[src/rtl/spi_slave_pkg.sv]
package spi_slave_pkg;
  localparam logic ADDR_DATA = 1'b0;
  localparam logic ADDR_STAT = 1'b1;

  typedef struct packed {
    logic wcol;
    logic done;
  } stat_t;
endpackage

[src/rtl/spi_sync.sv]
module spi_sync #(
  parameter int unsigned W      = 1,
  parameter int unsigned STAGES = 2,
  parameter logic [W-1:0] RST_VAL = '0
) (
  input  logic         clk_i,
  input  logic         rst_ni,
  input  logic [W-1:0] d_i,
  output logic [W-1:0] q_o
);
  logic [STAGES-1:0][W-1:0] st_q;

  always_ff @(posedge clk_i or negedge rst_ni) begin
    if (!rst_ni) st_q <= {STAGES{RST_VAL}};
    else         st_q <= {st_q[STAGES-2:0], d_i};
  end

  assign q_o = st_q[STAGES-1];
endmodule

[src/rtl/spi_edge.sv]
module spi_edge (
  input  logic clk_i,
  input  logic rst_ni,
  input  logic cpol_i,
  input  logic cpha_i,
  input  logic sck_s_i,
  input  logic ssel_s_i,
  output logic sel_o,
  output logic start_o,
  output logic samp_o,
  output logic shift_o
);
  logic sck_q, ssel_q;
  logic moved, lead, trail;

  always_ff @(posedge clk_i or negedge rst_ni) begin
    if (!rst_ni) begin
      sck_q  <= 1'b0;
      ssel_q <= 1'b1;
    end else begin
      sck_q  <= sck_s_i;
      ssel_q <= ssel_s_i;
    end
  end

  assign sel_o   = ~ssel_s_i;
  assign start_o = ssel_q & ~ssel_s_i;
  assign moved   = sel_o & (sck_s_i ^ sck_q);
  // leading edge leaves the idle level, trailing edge returns to it
  assign lead    = moved & (sck_s_i != cpol_i);
  assign trail   = moved & (sck_s_i == cpol_i);
  assign samp_o  = cpha_i ? trail : lead;
  assign shift_o = cpha_i ? lead  : trail;
endmodule

[src/rtl/spi_shift.sv]
module spi_shift #(
  parameter int unsigned DATA_W   = 16,
  parameter logic        IDLE_BIT = 1'b0
) (
  input  logic              clk_i,
  input  logic              rst_ni,
  input  logic              cpha_i,
  input  logic              wide_i,
  input  logic              sel_i,
  input  logic              start_i,
  input  logic              samp_i,
  input  logic              shift_i,
  input  logic              mosi_s_i,
  input  logic [DATA_W-1:0] tx_word_i,
  input  logic              tx_valid_i,
  output logic              tx_take_o,
  output logic              rx_done_o,
  output logic [DATA_W-1:0] rx_word_o,
  output logic              miso_o,
  output logic              miso_oe_o
);
  localparam int unsigned CNT_W = $clog2(DATA_W);
  localparam logic [CNT_W-1:0] LAST_WIDE   = CNT_W'(DATA_W - 1);
  localparam logic [CNT_W-1:0] LAST_NARROW = CNT_W'(DATA_W/2 - 1);
  localparam logic [DATA_W-1:0] NARROW_MASK = {{(DATA_W/2){1'b0}}, {(DATA_W/2){1'b1}}};

  logic [DATA_W-1:0] tx_sh, rx_sh, rx_next, load_val;
  logic [CNT_W-1:0]  cnt;
  logic              fresh, last, load;

  assign last     = samp_i & (cnt == (wide_i ? LAST_WIDE : LAST_NARROW));
  assign load     = start_i | last;
  assign load_val = tx_valid_i ? tx_word_i : {DATA_W{IDLE_BIT}};
  assign rx_next  = {rx_sh[DATA_W-2:0], mosi_s_i};

  always_ff @(posedge clk_i or negedge rst_ni) begin
    if (!rst_ni) begin
      tx_sh <= {DATA_W{IDLE_BIT}};
      rx_sh <= '0;
      cnt   <= '0;
      fresh <= 1'b0;
    end else if (start_i) begin
      tx_sh <= load_val;
      cnt   <= '0;
      // phase 1 skips the first leading edge: MSB is already on the pin
      fresh <= cpha_i;
    end else if (!sel_i) begin
      cnt   <= '0;
      fresh <= 1'b0;
    end else if (samp_i) begin
      rx_sh <= rx_next;
      if (last) begin
        cnt   <= '0;
        tx_sh <= load_val;
        fresh <= 1'b1;
      end else begin
        cnt <= cnt + 1'b1;
      end
    end else if (shift_i) begin
      if (fresh) fresh <= 1'b0;
      else       tx_sh <= tx_sh << 1;
    end
  end

  assign tx_take_o = load & tx_valid_i;
  assign rx_done_o = last & ~start_i;
  assign rx_word_o = wide_i ? rx_next : (rx_next & NARROW_MASK);
  assign miso_oe_o = sel_i;
  assign miso_o    = sel_i ? tx_sh[wide_i ? DATA_W-1 : DATA_W/2-1] : IDLE_BIT;
endmodule

[src/rtl/spi_host_regs.sv]
module spi_host_regs
  import spi_slave_pkg::*;
#(
  parameter int unsigned DATA_W = 16
) (
  input  logic              clk_i,
  input  logic              rst_ni,
  input  logic              req_i,
  input  logic              we_i,
  input  logic              addr_i,
  input  logic [DATA_W-1:0] wdata_i,
  output logic [DATA_W-1:0] rdata_o,
  input  logic              busy_i,
  input  logic              rx_done_i,
  input  logic [DATA_W-1:0] rx_word_i,
  input  logic              tx_take_i,
  output logic [DATA_W-1:0] tx_word_o,
  output logic              tx_valid_o,
  output stat_t             stat_o
);
  logic [DATA_W-1:0] rx_buf;
  logic              arm;
  logic              stat_rd, data_acc, data_wr, coll, clr;
  stat_t             stat_q;

  assign stat_rd  = req_i & ~we_i & (addr_i == ADDR_STAT);
  assign data_acc = req_i & (addr_i == ADDR_DATA);
  assign data_wr  = data_acc & we_i;
  assign coll     = data_wr & busy_i;
  assign clr      = data_acc & arm;

  always_ff @(posedge clk_i or negedge rst_ni) begin
    if (!rst_ni) begin
      tx_word_o  <= '0;
      tx_valid_o <= 1'b0;
      rx_buf     <= '0;
      arm        <= 1'b0;
      stat_q     <= '0;
    end else begin
      if (data_wr && !busy_i) begin
        tx_word_o  <= wdata_i;
        tx_valid_o <= 1'b1;
      end else if (tx_take_i) begin
        tx_valid_o <= 1'b0;
      end
      if (rx_done_i) rx_buf <= rx_word_i;
      // new events win over a clear in the same cycle
      stat_q.done <= rx_done_i | (stat_q.done & ~clr);
      stat_q.wcol <= coll      | (stat_q.wcol & ~clr);
      if (stat_rd)       arm <= stat_q.done | stat_q.wcol;
      else if (data_acc) arm <= 1'b0;
    end
  end

  assign stat_o  = stat_q;
  assign rdata_o = (addr_i == ADDR_STAT) ? {{(DATA_W-2){1'b0}}, stat_q} : rx_buf;
endmodule

[src/rtl/spi_slave_flags.sv]
module spi_slave_flags
  import spi_slave_pkg::*;
#(
  parameter int unsigned DATA_W      = 16,
  parameter int unsigned SYNC_STAGES = 2,
  parameter logic        IDLE_BIT    = 1'b0
) (
  input  logic              clk_i,
  input  logic              rst_ni,
  input  logic              cfg_cpol_i,
  input  logic              cfg_cpha_i,
  input  logic              cfg_wide_i,
  input  logic              sck_i,
  input  logic              ssel_ni,
  input  logic              mosi_i,
  output logic              miso_o,
  output logic              miso_oe_o,
  input  logic              host_req_i,
  input  logic              host_we_i,
  input  logic              host_addr_i,
  input  logic [DATA_W-1:0] host_wdata_i,
  output logic [DATA_W-1:0] host_rdata_o,
  output logic              irq_o
);
  logic              sck_s, ssel_s, mosi_s;
  logic              sel_act, start, samp, shift;
  logic              tx_take, rx_done, tx_valid;
  logic [DATA_W-1:0] rx_word, tx_word;
  stat_t             stat;
  logic              flag_done, flag_wcol;

  spi_sync #(.W(3), .STAGES(SYNC_STAGES), .RST_VAL(3'b010)) u_sync (
    .clk_i, .rst_ni,
    .d_i ({sck_i, ssel_ni, mosi_i}),
    .q_o ({sck_s, ssel_s, mosi_s})
  );

  spi_edge u_edge (
    .clk_i, .rst_ni,
    .cpol_i   (cfg_cpol_i),
    .cpha_i   (cfg_cpha_i),
    .sck_s_i  (sck_s),
    .ssel_s_i (ssel_s),
    .sel_o    (sel_act),
    .start_o  (start),
    .samp_o   (samp),
    .shift_o  (shift)
  );

  spi_shift #(.DATA_W(DATA_W), .IDLE_BIT(IDLE_BIT)) u_shift (
    .clk_i, .rst_ni,
    .cpha_i     (cfg_cpha_i),
    .wide_i     (cfg_wide_i),
    .sel_i      (sel_act),
    .start_i    (start),
    .samp_i     (samp),
    .shift_i    (shift),
    .mosi_s_i   (mosi_s),
    .tx_word_i  (tx_word),
    .tx_valid_i (tx_valid),
    .tx_take_o  (tx_take),
    .rx_done_o  (rx_done),
    .rx_word_o  (rx_word),
    .miso_o     (miso_o),
    .miso_oe_o  (miso_oe_o)
  );

  spi_host_regs #(.DATA_W(DATA_W)) u_regs (
    .clk_i, .rst_ni,
    .req_i      (host_req_i),
    .we_i       (host_we_i),
    .addr_i     (host_addr_i),
    .wdata_i    (host_wdata_i),
    .rdata_o    (host_rdata_o),
    .busy_i     (sel_act),
    .rx_done_i  (rx_done),
    .rx_word_i  (rx_word),
    .tx_take_i  (tx_take),
    .tx_word_o  (tx_word),
    .tx_valid_o (tx_valid),
    .stat_o     (stat)
  );

  assign flag_done = stat.done;
  assign flag_wcol = stat.wcol;
  assign irq_o     = flag_done | flag_wcol;
endmodule

[config.mk]
export PLATFORM = sky130hd
export DESIGN_NAME = spi_slave_flags
export DESIGN_NICKNAME = d
export VERILOG_FILES = /design/src/rtl/spi_slave_pkg.sv /design/src/rtl/spi_sync.sv /design/src/rtl/spi_edge.sv /design/src/rtl/spi_shift.sv /design/src/rtl/spi_host_regs.sv /design/src/rtl/spi_slave_flags.sv
export SDC_FILE = /design/constraint.sdc
export NUM_CORES = 1
export LEC_CHECK = 0
export ABC_AREA = 1
export BUFFER_PORTS_ARGS = -buffer_cell sky130_fd_sc_hd__buf_2
export CAP_MARGIN = 10
export CORE_AREA = 2 2 81 83
export DETAILED_ROUTE_END_ITERATION = 6
export DIE_AREA = 0 0 83 85
export MAX_ROUTING_LAYER = met4
export PLACE_DENSITY = 0.83
export SLEW_MARGIN = 20
export SYNTH_ARGS = -nofsm -noshare
export SYNTH_HDL_FRONTEND = slang
export SYNTH_SLANG_ARGS = --single-unit
export TNS_END_PERCENT = 10
[constraint.sdc]
create_clock -name clk_i -period 2.5 [get_ports clk_i]
set_clock_uncertainty 0.05 [all_clocks]
set_input_delay 0.125 -clock clk_i [delete_from_list [all_inputs] [get_ports clk_i]]
set_output_delay 0.125 -clock clk_i [all_outputs]
set_load 0.02 [all_outputs]
==> results of run 1 <==
-- power breakdown --
part | total, mW | switching, mW | leakage (nW) | internal [mW]
Clock | 0.845 | 0.461 | 0.0776 | 0.384
Combinational | 0.523 | 0.297 | 1.26 | 0.226
Sequential | 1.59 | 0.112 | 0.950 | 1.48
Total | 2.96 | 0.870 | 2.28 | 2.09
-- stage by stage --
stage / instance area, um^2 / worst slack [ns] / total power [mW]
final: 4320 / 0.601 / 2.96
after global routing: 4320 / 0.406 / 3.14
after CTS: 4320 / 0.600 / 2.98
after detailed placement: 3940 / 0.610 / 2.11
after global placement: 3940 / 0.695 / 2.09
after floorplan: 3720 / 0.889 / 1.96
-- worst register-to-register path: stages (launching register included) --
cell and delay, ns:
dfrtp_1 0.44, nand2_1 0.11, nand2_2 0.07, nor2_4 0.15, nand2_4 0.20, nor2_4 0.39
inv_2 0.21, nand2_1 0.12, nand2_1 0.06
-- cells in the final DEF (no fill, tap or decap) --
| cell type | synthesis | routed |
|---|---|---|
| nand2_4 | 2 | 2 |
| nor2_1 | 17 | 17 |
| nand3b_1 | 16 | 16 |
| clkinv_4 | 0 | 1 |
| nand2_2 | 4 | 4 |
| dfstp_2 | 3 | 3 |
| o21ai_1 | 1 | 1 |
| clkbuf_8 | 1 | 10 |
| nor3_1 | 2 | 2 |
| clkbuf_1 | 2 | 1 |
| dfrtp_1 | 77 | 77 |
| ha_1 | 1 | 1 |
| nand4_1 | 1 | 1 |
| nand3b_4 | 1 | 1 |
| buf_4 | 4 | 3 |
| nor2_2 | 3 | 3 |
| clkinvlp_4 | 0 | 3 |
| a21oi_1 | 5 | 5 |
| dlygate4sd3_1 | 0 | 20 |
| nor2_4 | 4 | 4 |
| nand2_1 | 157 | 157 |
| buf_2 | 8 | 44 |
| o31ai_1 | 1 | 1 |
| inv_2 | 4 | 4 |
| nand3_2 | 2 | 2 |
| mux2_2 | 16 | 16 |
| o21ai_0 | 28 | 28 |
| o22ai_1 | 2 | 2 |
| nand3_1 | 16 | 16 |
| inv_1 | 48 | 48 |
-- cell families (layout without fill, tap and decap cells) --
| group | Yosys count | count (layout) |
|---|---|---|
| AO/OA/AOI/OAI | 37 | 37 |
| adder cells (fa/ha/maj) | 1 | 1 |
| buffers and inverters | 70 | 134 |
| flip-flops | 80 | 80 |
| multiplexers | 16 | 16 |
| AND/OR/NAND/NOR | 225 | 225 |
-- state kept, by name, indices dropped and copies added (netlist names) --
signal and cells:
u_regs.rx_buf 16, u_sync.q_o 3, u_shift.tx_sh 16, u_shift.rx_sh 15, u_regs.tx_word_o 16, u_sync.st_q 3
u_edge.sck_q 1, u_regs.stat_o 2, u_regs.tx_valid_o 1, u_shift.fresh 1, u_regs.arm 1, u_shift.cnt 4
u_edge.ssel_q 1
-- metal layers --
layer	track usage [%]	part of all wire (%)	up-vias
met5	-	0	-
met4	10.4	1.3	0
met3	3.60	4.9	6
met2	36.9	48	68
met1	31.3	46	1343
li1	-	-	1444
-- final timing paths --
path / startpoint / cells after the start / to
max: u_sync.q_o[2]$_DFF_PN0_ / 8 / u_shift.rx_sh[8]$_DFFE_PN0P_
min: host_we_i / 3 / u_regs.stat_o[1]$_DFF_PN0_
max reg2reg: u_sync.q_o[2]$_DFF_PN0_ / 8 / u_shift.rx_sh[8]$_DFFE_PN0P_
min reg2reg: u_sync.st_q[1]$_DFF_PN1_ / 0 / u_sync.q_o[1]$_DFF_PN1_
max in group asynchronous: rst_ni / 2 / u_regs.tx_word_o[1]$_DFFE_PN0P_
min in group asynchronous: rst_ni / 2 / u_regs.rx_buf[6]$_DFFE_PN0P_
-- layout make-up --
type / instances / share of cell area [%]
flip-flops and latches: 80 / 46.5
repair buffers: 67 / 10.3
clock inverters: 4 / 0.725
multi-input cells: 279 / 32.5
well taps: 77 / 2.23
clock buffers: 11 / 3.28
inverters: 52 / 4.52
==> results_dict.tcl, run 1 <==
set metrics [dict create \
    syn_nets 457 \
    die_width_um 83 \
    cts_root_buf "clkbuf_8" \
    seqCellArea_mm2 0.00201 \
    reg2reg_slack_ns 0.60 \
    numClockSinks 80 \
    slowest_stage "dfrtp_1" \
    tns_ns 0 \
    min_path_type "input port to register" \
    finalHoldViolCount 0 \
    cpPeakStageDelay_ns 0.44 \
    fin_util_pct 69.6 \
    dp.cells 535 \
    initial_core_util_pct 60.0 \
    rows 29 \
    drt_first_pass_iters 4 \
    grt_pass1_vias 2929 \
    synth_top_area_share_pct 51.8 \
    yosys.area_share.simple_pct 27.4 \
    cts_tree "built" \
    status "finished, final reports clean" \
    crit_required_ns 2.69 \
    synthTopCellsByCount "nand2_1, dfrtp_1, inv_1, o21ai_0, nor2_1" \
    hold_buffers 20 \
    syn_area_mm2 0.00372 \
    routed_wl_mm 7.35 \
    insertion_delay_ns 0.35 \
    antenna_cells 0 \
    fp.coreArea_mm2 0.00620 \
    synth_xor_xnor_area_share_pct 0 \
    slew_headroom_pct 32.7 \
    synth_top_flop_cell "dfrtp_1" \
    clockBufferDepth 2 \
    postCtsSetupRepairBufs 0 \
    grt_max_degree 81 \
    grt_overflow 0 \
    async_flop_share_pct 100 \
    yosysTopAreaCell "dfrtp_1" \
    crit_chain "nand2_1 > nand2_2 > nor2_4 > nand2_4 > nor2_4 > inv_2 > nand2_1 > nand2_1" \
    grt.total_usage_pct 23.7 \
    ant_nets 0 \
    yosys_warnings 0 \
    finalCritPeriodShare_pct 76.0 \
    worstPathArrival_ns 2.09 \
    synth.ff_latch_count 80 \
    dp_hpwl_mm 4.61 \
    place.gp.congestion 0.822 \
    drv_slew 0 \
    io_pins 46 \
    setup_viol 0 \
    end_kind "register" \
    vias 2861 \
    grt_first_pass_wirelength_mm 13.0 \
    synth_top_family_by_area "simple AND/OR/NAND/NOR gates" \
    timing.fmax_mhz 526 \
    synth_edf_count 0 \
    rsz0062_at_grt "false" \
    synth_compound_area_share_pct 5.11 \
    nNetsFinal 517 \
    cts.repair.resized 0 \
    drv_cap 0 \
    fillers 490 \
    dieArea_mm2 0.00706 \
    start_kind "register" \
    final_layout_size_suffix_gt1_share_pct 20.3 \
    criticalPathCategory "register to register" \
    fin_crit_ns 1.90 \
    yosysMostFrequentCell "nand2_1" \
    hold_ws_ns 0.0287 \
    area_delta_synth_final_pct 16.0 \
    fp.dieH_um 85 \
    power_density_mw_per_mm2 685 \
    stdcell_count 570 \
    grt_antenna_before_repair 0 \
    cp_max_fo 22 \
    synth_fa_ha_area_share_pct 0.336 \
    muxShareOfSynthArea_pct 4.84 \
    drc 0 \
    synth_cells 429 \
    peakVddDrop_v 0.000364 \
    seq_area_frac_synth_pct 53.9 \
    leakage_nw 2.28 \
    drt_iter0_markers 253 \
    ctsHtreeMaxLevel 3 \
    cts_buffers 9 \
    avgViaCountPerCell 5.02 \
    crit_path_frequent_cell "nand2_1" \
    crit_buf_inv 1 \
    synth.area.top_cells "dfrtp_1, nand2_1, inv_1, mux2_2, o21ai_0" \
    ys_types 29 \
    routedWlPerCell_um 12.9 \
    numPortBuffers 45 \
    path_clk_slew_ns 0.08 \
    syn_area_per_cell_um2 8.68 \
    tightestPinTransition_ns 1.01 \
    multi_input_area_mm2 0.00140 \
    cp_top_family "simple AND/OR/NAND/NOR gates" \
]
Power figures use the tool's default switching activity.
==> inputs of run 2 (changes only) <==
--- a/config.mk
+++ b/config.mk
@@ -8,11 +8,11 @@
 export ABC_AREA = 1
 export BUFFER_PORTS_ARGS = -buffer_cell sky130_fd_sc_hd__buf_2
 export CAP_MARGIN = 10
-export CORE_AREA = 2 2 81 83
+export CORE_AREA = 2 2 84 86
 export DETAILED_ROUTE_END_ITERATION = 6
-export DIE_AREA = 0 0 83 85
+export DIE_AREA = 0 0 86 88
 export MAX_ROUTING_LAYER = met4
-export PLACE_DENSITY = 0.83
+export PLACE_DENSITY = 0.77
 export SLEW_MARGIN = 20
 export SYNTH_ARGS = -nofsm -noshare
 export SYNTH_HDL_FRONTEND = slang
==> constraint.sdc (replaced) <==
create_clock -name clk_i -period 1.9 [get_ports clk_i]
set_clock_uncertainty 0.05 [all_clocks]
set_input_delay 0.095 -clock clk_i [delete_from_list [all_inputs] [get_ports clk_i]]
set_output_delay 0.095 -clock clk_i [all_outputs]
set_load 0.02 [all_outputs]
==> run 2 against run 1 <==
  * Register-to-register slack got worse by 0.48 ns
  * Utilization fell by 2.4 points
  * Critical path depth up 2
  * Critical endpoint is now u_shift.tx_sh[2]$_DFFE_PN0P_
  * Final cell count grew 2.1%
  * Flip-flop and latch count unchanged
  * Worst hold slack better by 0.038 ns
  * Clock-buffer cell count down 1
  * Die area is 7.3% higher
  * Clock power is 56% higher
  * Non-clock buffer count grew 8
  * Routed wire length down 1.6%
==> results_dict.tcl, run 2 (same netlist as run 1, synthesis figures left out) <==
set metrics [dict create \
    rows 30 \
    design_area_mm2 0.00446 \
    grt_overflow 0 \
    drv_slew 0 \
    power_density_mw_per_mm2 924 \
    numPortBuffers 45 \
    routedWlPerCell_um 12.4 \
    worstPathArrival_ns 1.98 \
    avgViaCountPerCell 5.01 \
    clockBufferDepth 2 \
    swShare_pct 29.1 \
    reg2reg_depth 10 \
    rsz0062_at_grt "false" \
    min_delay_path_depth 3 \
    path_clk_slew_ns 0.08 \
    fp.dieH_um 88 \
    slowest_stage "dfstp_2" \
    peakVddDrop_v 0.000621 \
    dieArea_mm2 0.00757 \
    start_kind "register" \
    die_width_um 86 \
    fin_util_pct 67.2 \
    routed_wl_mm 7.23 \
    tightestPinTransition_ns 0.539 \
    nNetsFinal 525 \
    total_power_mw 4.12 \
    ant_nets 0 \
    fillers 553 \
    timing.fmax_mhz 563 \
    cp_top_family "simple AND/OR/NAND/NOR gates" \
    crit_chain "inv_2 > nand2_2 > nor2_4 > nand2_4 > nand3_2 > nand2_2 > nor2_4 > buf_12 > nand2_1 > nand2_1" \
    layout_common_cells "nand2_1, dfrtp_1, inv_1" \
    cts_buffers 9 \
    final_layout_size_suffix_gt1_share_pct 21.5 \
    drc 0 \
    cp_max_fo 16 \
    seqPwrFrac_pct 50.7 \
    numClockSinks 80 \
    dpl_cell_area_mm2 0.00401 \
    grt.total_usage_pct 21.9 \
    drv_cap 0 \
    grt_antenna_before_repair 0 \
    power_frac_comb_pct 17.2 \
    vias 2917 \
    crit_required_ns 2.10 \
    cts.repair.resized 0 \
    leakage_nw 2.36 \
    drt_iter0_markers 149 \
    fin_crit_ns 1.78 \
    place.gp.congestion 0.836 \
    ctsHtreeMaxLevel 3 \
    status "finished, final reports clean" \
    cts_root_buf "clkbuf_8" \
    p_int_mw 2.92 \
    tns_ns 0 \
    switchingPower_mw 1.20 \
    initial_core_util_pct 56.0 \
    min_path_type "input port to register" \
    finalHoldViolCount 0 \
    crit_cells 10 \
    cpPeakStageDelay_ns 0.60 \
    end_kind "register" \
    criticalPathCategory "register to register" \
    grt_first_pass_wirelength_mm 12.6 \
    layout_commonest_cell "nand2_1" \
    area_delta_synth_final_pct 19.9 \
    finalCritPeriodShare_pct 93.5 \
    slew_headroom_pct 64.0 \
    io_pins 46 \
    insertion_delay_ns 0.36 \
    antenna_cells 0 \
    clkPwrFrac_pct 32.1 \
    fp.coreArea_mm2 0.00664 \
    dp_hpwl_mm 4.68 \
    largestRegisters "u_regs.rx_buf: 16 flops, u_regs.tx_word_o: 16 flops, u_shift.tx_sh: 16 flops" \
    drt_first_pass_iters 4 \
    setup_viol 0 \
    cts_tree "built" \
    crit_buf_inv 2 \
    grt_pass1_vias 2891 \
    grt_max_degree 43 \
]
## run 2: cell count changes in the layout (fill, tap and decap cells not counted), sizes merged
cell,delta
inv,+2
dlygate4sd3,+2
clkinv,+2
buf,+6
bufinv,+1
clkbuf,-1
clkinvlp,-3
## run 2: cell type report
class / count / area [um^2] / area share, %
Clock inverter: 6 / 73.8 / 1.65
Sequential cell: 80 / 2010 / 45.0
Inverter: 52 / 195 / 4.37
Timing Repair Buffer: 75 / 546 / 12.2
Tap cell: 80 / 100 / 2.24
Clock buffer: 10 / 138 / 3.08
Multi-Input combinational cell: 279 / 1400 / 31.5
## run 2: timing repair
action | CTS | global route
hold buffers | 22 | 0
hold endpoints to repair | 56 | 0
setup buffers | 0 | 1
setup endpoints to repair | 0 | 15
## run 2: worst paths after layout
path | start | to | slack (ns)
max in group asynchronous | rst_ni | u_shift.tx_sh[13]$_DFFE_PN0P_ | 1.02
worst max register to register | u_sync.q_o[1]$_DFF_PN1_ | u_shift.tx_sh[2]$_DFFE_PN0P_ | 0.12
worst min-delay path | cfg_wide_i | u_regs.rx_buf[15]$_DFFE_PN0P_ | 0.07
worst min register to register | u_sync.st_q[0]$_DFF_PN0_ | u_sync.q_o[0]$_DFF_PN0_ | 0.31
min in group asynchronous | rst_ni | u_shift.rx_sh[6]$_DFFE_PN0P_ | 0.18
worst max-delay path | u_sync.q_o[1]$_DFF_PN1_ | u_shift.tx_sh[2]$_DFFE_PN0P_ | 0.12
## run 2: per-stage QoR
step | instances | setup WS [ns] | hold WS (ns)
final | 582 | 0.123 | 0.0670
after global placement | 543 | 0.209 | 0.0483
after detailed placement | 543 | 0.121 | 0.0490
after global routing | 582 | 0.0188 | 0.0792
after floorplan | 429 | 0.289 | -0.251
after CTS | 581 | 0.108 | 0.0500
## run 2: tightest hold or removal path: cells and delay by family
family	cells	cell delay, ns
simple gates	1	0.10
buf+inv	1	0.18
compound gates	1	0.06
## run 2: metal layers
metal / track usage (%) / vias up / wire [um] / share of wire [%]
met5: - / - / 0 / 0
met4: 6.93 / 0 / 91 / 1.3
met3: 5.75 / 7 / 329 / 4.6
met2: 34.5 / 65 / 3370 / 47
met1: 27.9 / 1380 / 3440 / 48
li1: - / 1465 / - / -
## run 2: power by group through the flow
stage / logic (mW) / registers [mW] / clock network (mW)
floorplan: 0.515 / 2.07 / 0
global placement: 0.647 / 2.11 / 0
detailed placement: 0.670 / 2.12 / 0
CTS: 0.709 / 2.09 / 1.35
global route: 0.821 / 2.12 / 1.42
finish: 0.710 / 2.09 / 1.32
==> inputs of run 3 (changes only) <==
--- a/config.mk
+++ b/config.mk
@@ -6,7 +6,7 @@
 export NUM_CORES = 1
 export LEC_CHECK = 0
 export ABC_AREA = 1
-export BUFFER_PORTS_ARGS = -buffer_cell sky130_fd_sc_hd__buf_2
+export BUFFER_PORTS_ARGS = -buffer_cell sky130_fd_sc_hd__clkbuf_2
 export CAP_MARGIN = 10
 export CORE_AREA = 2 2 84 86
 export DETAILED_ROUTE_END_ITERATION = 6
==> run 3 against run 2 <==
  * Final area increased by 0.31%
  * Maximum frequency about the same
  * Combinational power up 0.8%
  * Routed wire length grew 3.9%
  * Worst setup slack hardly changed
  * Die area stayed put
  * Final cell count increased by 0.34%
  * Critical endpoint is now u_shift.tx_sh[14]$_DFFE_PN0P_
  * Largest power group unchanged
  * Highest routed layer unchanged
==> results_dict.tcl, run 3 (same netlist as run 1, synthesis figures left out) <==
set metrics [dict create \
    routedWlPerCell_um 12.9 \
    power_density_mw_per_mm2 924 \
    slew_headroom_pct 63.7 \
    start_kind "register" \
    cts_root_buf "clkbuf_8" \
    final_layout_size_suffix_gt1_share_pct 21.8 \
    insertion_delay_ns 0.36 \
    drt_iter0_markers 157 \
    startpoint "u_sync.q_o[1]$_DFF_PN1_" \
    vias 2941 \
    peakVddDrop_v 0.000560 \
    drv_cap 0 \
    grt_first_pass_wirelength_mm 12.6 \
    routed_wl_mm 7.51 \
    min_path_type "input port to register" \
    grt.total_usage_pct 22.1 \
    worstPathArrival_ns 1.98 \
    antenna_cells 0 \
    fillers 553 \
    initial_core_util_pct 56.0 \
    drt_first_pass_iters 4 \
    largestRegisters "u_regs.rx_buf: 16 flops, u_regs.tx_word_o: 16 flops, u_shift.tx_sh: 16 flops" \
    cts.repair.resized 0 \
    ant_nets 0 \
    setup_viol 0 \
    finalHoldViolCount 0 \
    dieArea_mm2 0.00757 \
    grt_antenna_before_repair 0 \
    drv_slew 0 \
    stdcell_count 584 \
    preCtsSetupSlack_ns 0.158 \
    leakage_nw 2.38 \
    grt_max_degree 43 \
    grt_overflow 0 \
    avgViaCountPerCell 5.04 \
    grt_pass1_vias 2865 \
    status "finished, final reports clean" \
    dp.cells 545 \
    fp.dieH_um 88 \
    rows 30 \
    numClockSinks 80 \
    finalCritPeriodShare_pct 93.5 \
    tightestPinTransition_ns 0.544 \
    dp_hpwl_mm 4.93 \
    place.gp.congestion 0.838 \
    area_delta_synth_final_pct 20.2 \
    seqCellArea_mm2 0.00201 \
    setup_slack_ns 0.123 \
    layout_common_cells "nand2_1, dfrtp_1, inv_1" \
    drc 0 \
    fp.coreArea_mm2 0.00664 \
    layout_commonest_cell "nand2_1" \
    end_kind "register" \
    cp_max_fo 16 \
    cts_buffers 9 \
    clockBufferDepth 2 \
    numPortBuffers 45 \
    io_pins 46 \
    criticalPathCategory "register to register" \
    ctsHtreeMaxLevel 3 \
    r2r_start "u_sync.q_o[1]$_DFF_PN1_" \
    crit_required_ns 2.10 \
    path_clk_slew_ns 0.09 \
    hp-start "host_addr_i" \
    die_width_um 86 \
    cts_tree "built" \
    timing.fmax_mhz 563 \
    fin_crit_ns 1.78 \
    multi_input_area_mm2 0.00140 \
    nNetsFinal 527 \
]
[run 3: final cells by class]
| class | instances | area share (%) |
|---|---|---|
| clock buffer | 10 | 3.08 |
| clock inverter | 6 | 1.62 |
| inverter | 52 | 4.36 |
| multi-input combinational | 279 | 31.4 |
| sequential | 80 | 44.8 |
| tap | 80 | 2.24 |
| timing repair buffer | 77 | 12.5 |
[run 3: layer usage]
metal,track usage [%],wire length [um]
met1,28.4,3550
met2,34.9,3550
met5,-,0
met3,4.34,289
met4,8.80,116
[run 3: worst paths after layout]
| check | end | slack [ns] | depth (start not counted) |
|---|---|---|---|
| worst min register to register | u_sync.q_o[0]$_DFF_PN0_ | 0.30 | 0 |
| worst min-delay path | u_regs.stat_o[1]$_DFF_PN0_ | 0.02 | 4 |
| worst max-delay path | u_shift.tx_sh[14]$_DFFE_PN0P_ | 0.12 | 10 |
| max in group asynchronous | u_sync.st_q[1]$_DFF_PN1_ | 0.96 | 3 |
| min in group asynchronous | u_regs.rx_buf[8]$_DFFE_PN0P_ | 0.20 | 2 |
| worst max register to register | u_shift.tx_sh[14]$_DFFE_PN0P_ | 0.12 | 10 |
[run 3: power by group]
part	total (mW)	switching (mW)	internal [mW]
logic	0.716	0.396	0.320
clock network	1.33	0.666	0.659
registers	2.09	0.147	1.95
[run 3: metrics by stage]
| stage | setup TNS, ns | total power [mW] | hold WS [ns] | area (um^2) | util [%] |
|---|---|---|---|---|---|
| after floorplan | 0 | 2.58 | -0.251 | 3720 | - |
| after global placement | 0 | 2.76 | 0.0580 | 4030 | 60.6 |
| after detailed placement | 0 | 2.79 | 0.0645 | 4030 | 60.6 |
| after CTS | 0 | 4.15 | 0.0212 | 4460 | 67.1 |
| after global routing | -0.000235 | 4.35 | 0.0488 | 4480 | 67.4 |
| final | 0 | 4.13 | 0.0161 | 4480 | 67.4 |
[run 3: what timing repair did]
action	in CTS	in global routing
setup endpoints to repair	0	8
hold endpoints to repair	61	0
setup buffers	0	1
hold buffers	22	0
[run 3: critical path: stages, from the launching register on]
cell,delay (ns)
dfstp_2,0.60
inv_2,0.09
nand2_2,0.09
nor2_4,0.05
nand2_4,0.21
nand3_2,0.15
nand2_2,0.12
nor2_4,0.05
buf_12,0.14
nand2_1,0.05
nand2_1,0.05
